File: config.mk
export PLATFORM = sky130hd
export DESIGN_NAME = csd_decode_top
export DESIGN_NICKNAME = d
export VERILOG_FILES = /design/src/rtl/csd_pkg.sv /design/src/rtl/csd_cfg_regs.sv /design/src/rtl/csd_bank_match.sv /design/src/rtl/csd_prio.sv /design/src/rtl/csd_decode_top.sv
export SDC_FILE = /design/constraint.sdc
export NUM_CORES = 1
export LEC_CHECK = 0
export BUFFER_PORTS_ARGS = -buffer_cell sky130_fd_sc_hd__buf_4
export CORE_UTILIZATION = 45
export CTS_CLUSTER_DIAMETER = 40
export CTS_CLUSTER_SIZE = 25
export DETAILED_ROUTE_END_ITERATION = 8
export GPL_TIMING_DRIVEN = 0
export SYNTH_ARGS = -nofsm -noshare
export SYNTH_HDL_FRONTEND = slang
export SYNTH_SLANG_ARGS = --single-unit
File: constraint.sdc
create_clock -name clk -period 5.86 [get_ports clk]
set_input_delay 1.172 -clock clk [delete_from_list [all_inputs] [get_ports clk]]
set_output_delay 1.172 -clock clk [all_outputs]
set_load 0.01 [all_outputs]
File: src/rtl/csd_pkg.sv
package csd_pkg;

    localparam int ADDR_W   = 28;
    localparam int BASE_W   = 10;
    localparam int SIZE_W   = 4;
    localparam int BASE_LSB = ADDR_W - BASE_W;
    localparam int MAX_CODE = BASE_W - 1;

    typedef struct packed {
        logic [BASE_W-1:0] tag;
        logic [SIZE_W-1:0] size;
    } bank_cfg_t;

    // a size code selects a window only inside 1..MAX_CODE
    function automatic logic code_live(input logic [SIZE_W-1:0] code);
        return (code != '0) && (int'(code) <= MAX_CODE);
    endfunction

    // tag bits that take part in the compare for a given size code
    function automatic logic [BASE_W-1:0] cmp_mask(input logic [SIZE_W-1:0] code);
        logic [BASE_W-1:0] m;
        m = '0;
        for (int i = 0; i < BASE_W; i++) begin
            m[i] = code_live(code) && (i >= int'(code) - 1);
        end
        return m;
    endfunction

endpackage

File: src/rtl/csd_cfg_regs.sv
module csd_cfg_regs
    import csd_pkg::*;
#(
    parameter int                NBANK     = 8,
    parameter int                IDX_W     = 3,
    parameter logic [BASE_W-1:0] BOOT_TAG  = '0,
    parameter logic [SIZE_W-1:0] BOOT_SIZE = 4'd6
) (
    input  logic                         clk,
    input  logic                         rst_n,
    input  logic                         we,
    input  logic [IDX_W-1:0]             idx,
    input  logic [BASE_W-1:0]            tag,
    input  logic [SIZE_W-1:0]            size,
    output bank_cfg_t [NBANK-1:0]        cfg_o
);

    bank_cfg_t [NBANK-1:0] cfg_d, cfg_q;

    always_comb begin
        cfg_d = cfg_q;
        for (int i = 0; i < NBANK; i++) begin
            if (we && (int'(idx) == i)) begin
                cfg_d[i].tag  = tag;
                cfg_d[i].size = size;
            end
        end
    end

    always_ff @(posedge clk) begin
        if (!rst_n) begin
            for (int i = 0; i < NBANK; i++) begin
                cfg_q[i].tag  <= (i == 0) ? BOOT_TAG  : '0;
                cfg_q[i].size <= (i == 0) ? BOOT_SIZE : '0;
            end
        end else begin
            cfg_q <= cfg_d;
        end
    end

    assign cfg_o = cfg_q;

endmodule

File: src/rtl/csd_bank_match.sv
module csd_bank_match
    import csd_pkg::*;
#(
    parameter int NBANK = 8
) (
    input  bank_cfg_t [NBANK-1:0] cfg,
    input  logic [BASE_W-1:0]     addr_tag,
    output logic [NBANK-1:0]      hit
);

    for (genvar g = 0; g < NBANK; g++) begin : g_bank
        logic [BASE_W-1:0] mask;
        logic              live;
        assign mask   = cmp_mask(cfg[g].size);
        assign live   = code_live(cfg[g].size);
        assign hit[g] = live && (((addr_tag ^ cfg[g].tag) & mask) == '0);
    end

endmodule

File: src/rtl/csd_prio.sv
module csd_prio #(
    parameter int NBANK = 8
) (
    input  logic [NBANK-1:0] bank_hit,
    input  logic             reg_hit,
    input  logic             dram_hit,
    output logic [NBANK-1:0] pick_bank,
    output logic             pick_dram,
    output logic             pick_reg
);

    logic taken;

    always_comb begin
        pick_bank = '0;
        taken     = reg_hit;
        for (int i = 0; i < NBANK; i++) begin
            if (!taken && bank_hit[i]) begin
                pick_bank[i] = 1'b1;
                taken        = 1'b1;
            end
        end
        pick_reg  = reg_hit;
        pick_dram = dram_hit && !taken;
    end

endmodule

File: src/rtl/csd_decode_top.sv
module csd_decode_top
    import csd_pkg::*;
#(
    parameter int                   NBANK     = 8,
    parameter int                   REG_TAG_W = 12,
    parameter logic [REG_TAG_W-1:0] REG_TAG   = 12'hFFF,
    parameter logic [BASE_W-1:0]    BOOT_TAG  = 10'h000,
    parameter logic [SIZE_W-1:0]    BOOT_SIZE = 4'd6
) (
    input  logic                                  clk,
    input  logic                                  rst_n,
    input  logic                                  cfg_we,
    input  logic [(NBANK > 1 ? $clog2(NBANK) : 1)-1:0] cfg_idx,
    input  logic [9:0]                            cfg_tag,
    input  logic [3:0]                            cfg_size,
    input  logic                                  addr_valid,
    input  logic [27:0]                           addr,
    input  logic                                  dram_flag,
    output logic [NBANK-1:0]                      sel_bank,
    output logic                                  sel_dram,
    output logic                                  sel_reg
);

    localparam int IDX_W = (NBANK > 1) ? $clog2(NBANK) : 1;

    typedef struct packed {
        logic [NBANK-1:0] bank;
        logic             dram;
        logic             regs;
    } sel_t;

    bank_cfg_t [NBANK-1:0] cfg;
    logic [NBANK-1:0]      bank_hit;
    logic [NBANK-1:0]      pick_bank;
    logic                  pick_dram;
    logic                  pick_reg;
    logic                  reg_hit;
    logic                  unused_low;
    sel_t                  sel_d, sel_q;

    csd_cfg_regs #(
        .NBANK    (NBANK),
        .IDX_W    (IDX_W),
        .BOOT_TAG (BOOT_TAG),
        .BOOT_SIZE(BOOT_SIZE)
    ) u_cfg (
        .clk  (clk),
        .rst_n(rst_n),
        .we   (cfg_we),
        .idx  (cfg_idx),
        .tag  (cfg_tag),
        .size (cfg_size),
        .cfg_o(cfg)
    );

    csd_bank_match #(.NBANK(NBANK)) u_match (
        .cfg     (cfg),
        .addr_tag(addr[ADDR_W-1:BASE_LSB]),
        .hit     (bank_hit)
    );

    assign reg_hit    = (addr[ADDR_W-1 -: REG_TAG_W] == REG_TAG);
    assign unused_low = ^addr[ADDR_W-REG_TAG_W-1:0];

    csd_prio #(.NBANK(NBANK)) u_prio (
        .bank_hit (bank_hit),
        .reg_hit  (reg_hit),
        .dram_hit (dram_flag),
        .pick_bank(pick_bank),
        .pick_dram(pick_dram),
        .pick_reg (pick_reg)
    );

    always_comb begin
        sel_d = '0;
        if (addr_valid) begin
            sel_d.bank = pick_bank;
            sel_d.dram = pick_dram;
            sel_d.regs = pick_reg;
        end
    end

    always_ff @(posedge clk) begin
        if (!rst_n) begin
            sel_q <= '0;
        end else begin
            sel_q <= sel_d;
        end
    end

    assign sel_bank = sel_q.bank;
    assign sel_dram = sel_q.dram;
    assign sel_reg  = sel_q.regs;

endmodule

==> flow_summary.toml <==
[synthesis]
netlist_area_mm2 = 0.007948
avgSynthCellArea_um2 = 7.649
synth_common_cells = "nand2_1, dfxtp_1, a21boi_0, xor2_1, o21ai_0"
syn_nets = 1128
synth_ff_type = "dfxtp_1"
synth_top_cell_area_share_pct = 30.73
synth_warnings = 0
ys_async_sr_fraction_pct = 0
synth-edff-count = 0
synth_cell_type_count = 72
ys_top_cells_by_area = "dfxtp_1, nand2_1, a21boi_0"
synthCells = 1039
yosysSeqAreaShare_pct = 30.73
synth_most_common_cell = "nand2_1"
ys_seq_elements = 122
yosys.area.top_type = "dfxtp_1"

[layout]
finalNonFillerCells = 1312
diodes = 0
fin_area_mm2 = 0.008952
layout.nets = 1164
drive_above_1_share_pct = 8.740
synthToLayoutAreaGrowth_pct = 12.64
fin_util_pct = 51.76
largest_register_ffs = 112

[min_path]
hold_depth = 2
worstHoldStart = "u_cfg.cfg_o[66]"
whs_endpoint = "u_cfg.cfg_o[66]"
hp-class = "flip-flop to flip-flop"

[timing]
worst_pin_slew_ns = 0.7941
maxSlewViolCount = 0
max_freq_ghz = 0.3452
grt_setup_unrepaired = "false"
clock_skew_ns = 0.005617
fin_crit_sh_pct = 49.44
hold_violations = 0
tns_ns = 0
maxSlewHeadroom_pct = 47.06
min_period_ns = 2.897
setup_viol = 0

[grt]
antenna_found_initial = 0
grt_usage_pct = 27.97
grt_max_degree = 17
grt_pass1_vias = 6697
overflow = 0
grt_pass1_wl_mm = 38.04

[routing]
first_pass_iters = 6
avgRoutedWirePerCell_um = 18.69
drcViolationCount = 0
wl_mm = 24.52
drtAntennaViolNets = 0
vias_per_cell = 5.562
num_vias = 7297
drt_iter0_markers = 506

[floorplanning]
die_h_um = 134.9
ios = 60
coreArea_mm2 = 0.01730
row_count = 48
die_area_mm2 = 0.01820
start_util_pct = 45.95
die_w_um = 134.9

[place]
gp_congestion = 0.8820
dpl_cell_area_mm2 = 0.008357
dp_cells = 1281
dp_hpwl_mm = 16.86
io_buffers = 17

[critical_path]
cp-start-kind = "input port"
cp.arrival_ns = 3.21
crit_chain = "buf_2 > xor2_1 > a222oi_1 > o211ai_1 > a311oi_1 > a211oi_4 > nand3_1 > and3b_1"
path_class = "input port to flip-flop"
max_stage_delay_ns = 0.53
critPathTopFamily = "compound AO/OA/AOI/OAI gates"
r2r-end = "sel_bank[5]"
cp_slowest_cell = "a311oi_1"
reg2reg_slack_ns = 3.16
r2r-start = "u_cfg.cfg_o[43]"
path_max_fanout = 9
cp.required_ns = 6.17
reg2regPathDepth = 10
endpoint_kind = "flip-flop"
crit_buf_inv = 1

[cts]
clk_path_buf_depth = 2
postCtsResizedCells = 0
cts_buffers = 17
clockRootBuffer = "clkbuf_16"
post-cts-setup-buffers = 0
insertion_delay_ns = 0.42
cts.sinks = 122
cts_hold_buf = 0
cts_tree = "built"
path_clk_slew_ns = 0.05
cts_max_level = 4

[pwr]
power_density_mw_per_mm2 = 245.9
ir_drop_v = 0.0002308
total_power_w = 0.002202
leakagePower_nw = 3.320

[run_status]
status = "completed"

[run]
maxCapViolCount = 0
[logic make-up after synthesis]
logic type               after synthesis  synth area share [%]
AO/OA/AOI/OAI                        270                 24.07
XOR/XNOR                              88                 9.698
adder cells (fa/ha/maj)               39                 6.140
buffers and inverters                110                 5.794
flip-flops                           122                 30.73
multiplexers                           1                0.1259
AND/OR/NAND/NOR                      409                 23.44
[metal layers]
layer  vias to the layer above  global-route usage (%)  routed length [µm]
li1                       3602                       -                   -
met1                      3418                   37.34               11170
met2                       238                   45.07               11220
met3                        39                   4.580                1541
met4                         0                   10.67                 590
met5                         -                       0                   0
[report_power, final]
part           leakage, nW  switching [W]  internal [W]
clock                0.293       0.000372      0.000697
sequential           0.987      0.0000144      0.000847
combinational         2.04       0.000174     0.0000968
total                 3.32       0.000561       0.00164
[through the flow]
stage / hold slack [ns] / worst slack (ns)
3_5_place_dp: 0.4702 / 2.551
4_1_cts: 0.4775 / 2.986
6_report: 0.4764 / 2.963
2_1_floorplan: 0.4553 / 3.034
5_1_grt: 0.4918 / 2.814
3_3_place_gp: 0.4642 / 2.533
[layout by cell type (no fill, tap or decap), types with 3 or more instances in the layout]
master / count
nor2_1: 39
nor3_1: 15
o211ai_1: 9
clkbuf_1: 48
o32ai_1: 3
nand3_1: 13
o2111ai_1: 3
buf_2: 18
nor3b_1: 10
nor2b_1: 19
nand2b_1: 18
xor2_1: 54
a22oi_1: 3
a211oi_1: 3
nand2_1: 253
or2_2: 5
o21bai_1: 5
nand4_1: 8
dfxtp_1: 122
a32oi_1: 6
buf_4: 17
o221ai_1: 4
a21boi_0: 112
clkbuf_2: 14
ha_1: 39
or3_1: 7
o22ai_1: 3
a21oi_1: 31
o21ai_0: 47
clkbuf_16: 17
xnor2_1: 34
clkinv_2: 4
o31ai_1: 7
nor4_1: 4
bufinv_16: 3
a31oi_1: 5
inv_1: 32
clkbuf_8: 3
[how the worst max path moves through the flow]
stage                  start           to  slack [ns]  cells past startpoint
floorplan           addr[23]  sel_bank[5]        3.03                      8
global placement    addr[26]     sel_dram        2.53                      8
detailed placement  addr[23]  sel_bank[5]        2.55                      8
CTS                 addr[26]     sel_dram        2.99                      8
global route        addr[23]  sel_bank[5]        2.81                      8
finish              addr[23]  sel_bank[5]        2.96                      8
[cell type report]
cell class / count / area (µm²)
buffer: 78 / 340.3
sequential: 122 / 2442
timing repair buffer: 17 / 127.6
inverter: 32 / 120.1
clock inverter: 8 / 117.6
clock buffer: 23 / 478.0
multi-input combinational: 807 / 5045
tap: 225 / 281.5
fill: 1740 / 8344
[tightest hold or removal path: cells and delay by family (launching register included)]
kind | cells | cell delay (ns)
AO/OA/AOI/OAI | 1 | 0.06
AND/OR/NAND/NOR | 1 | 0.05
flip-flops | 1 | 0.31
Power figures use the tool's default switching activity.
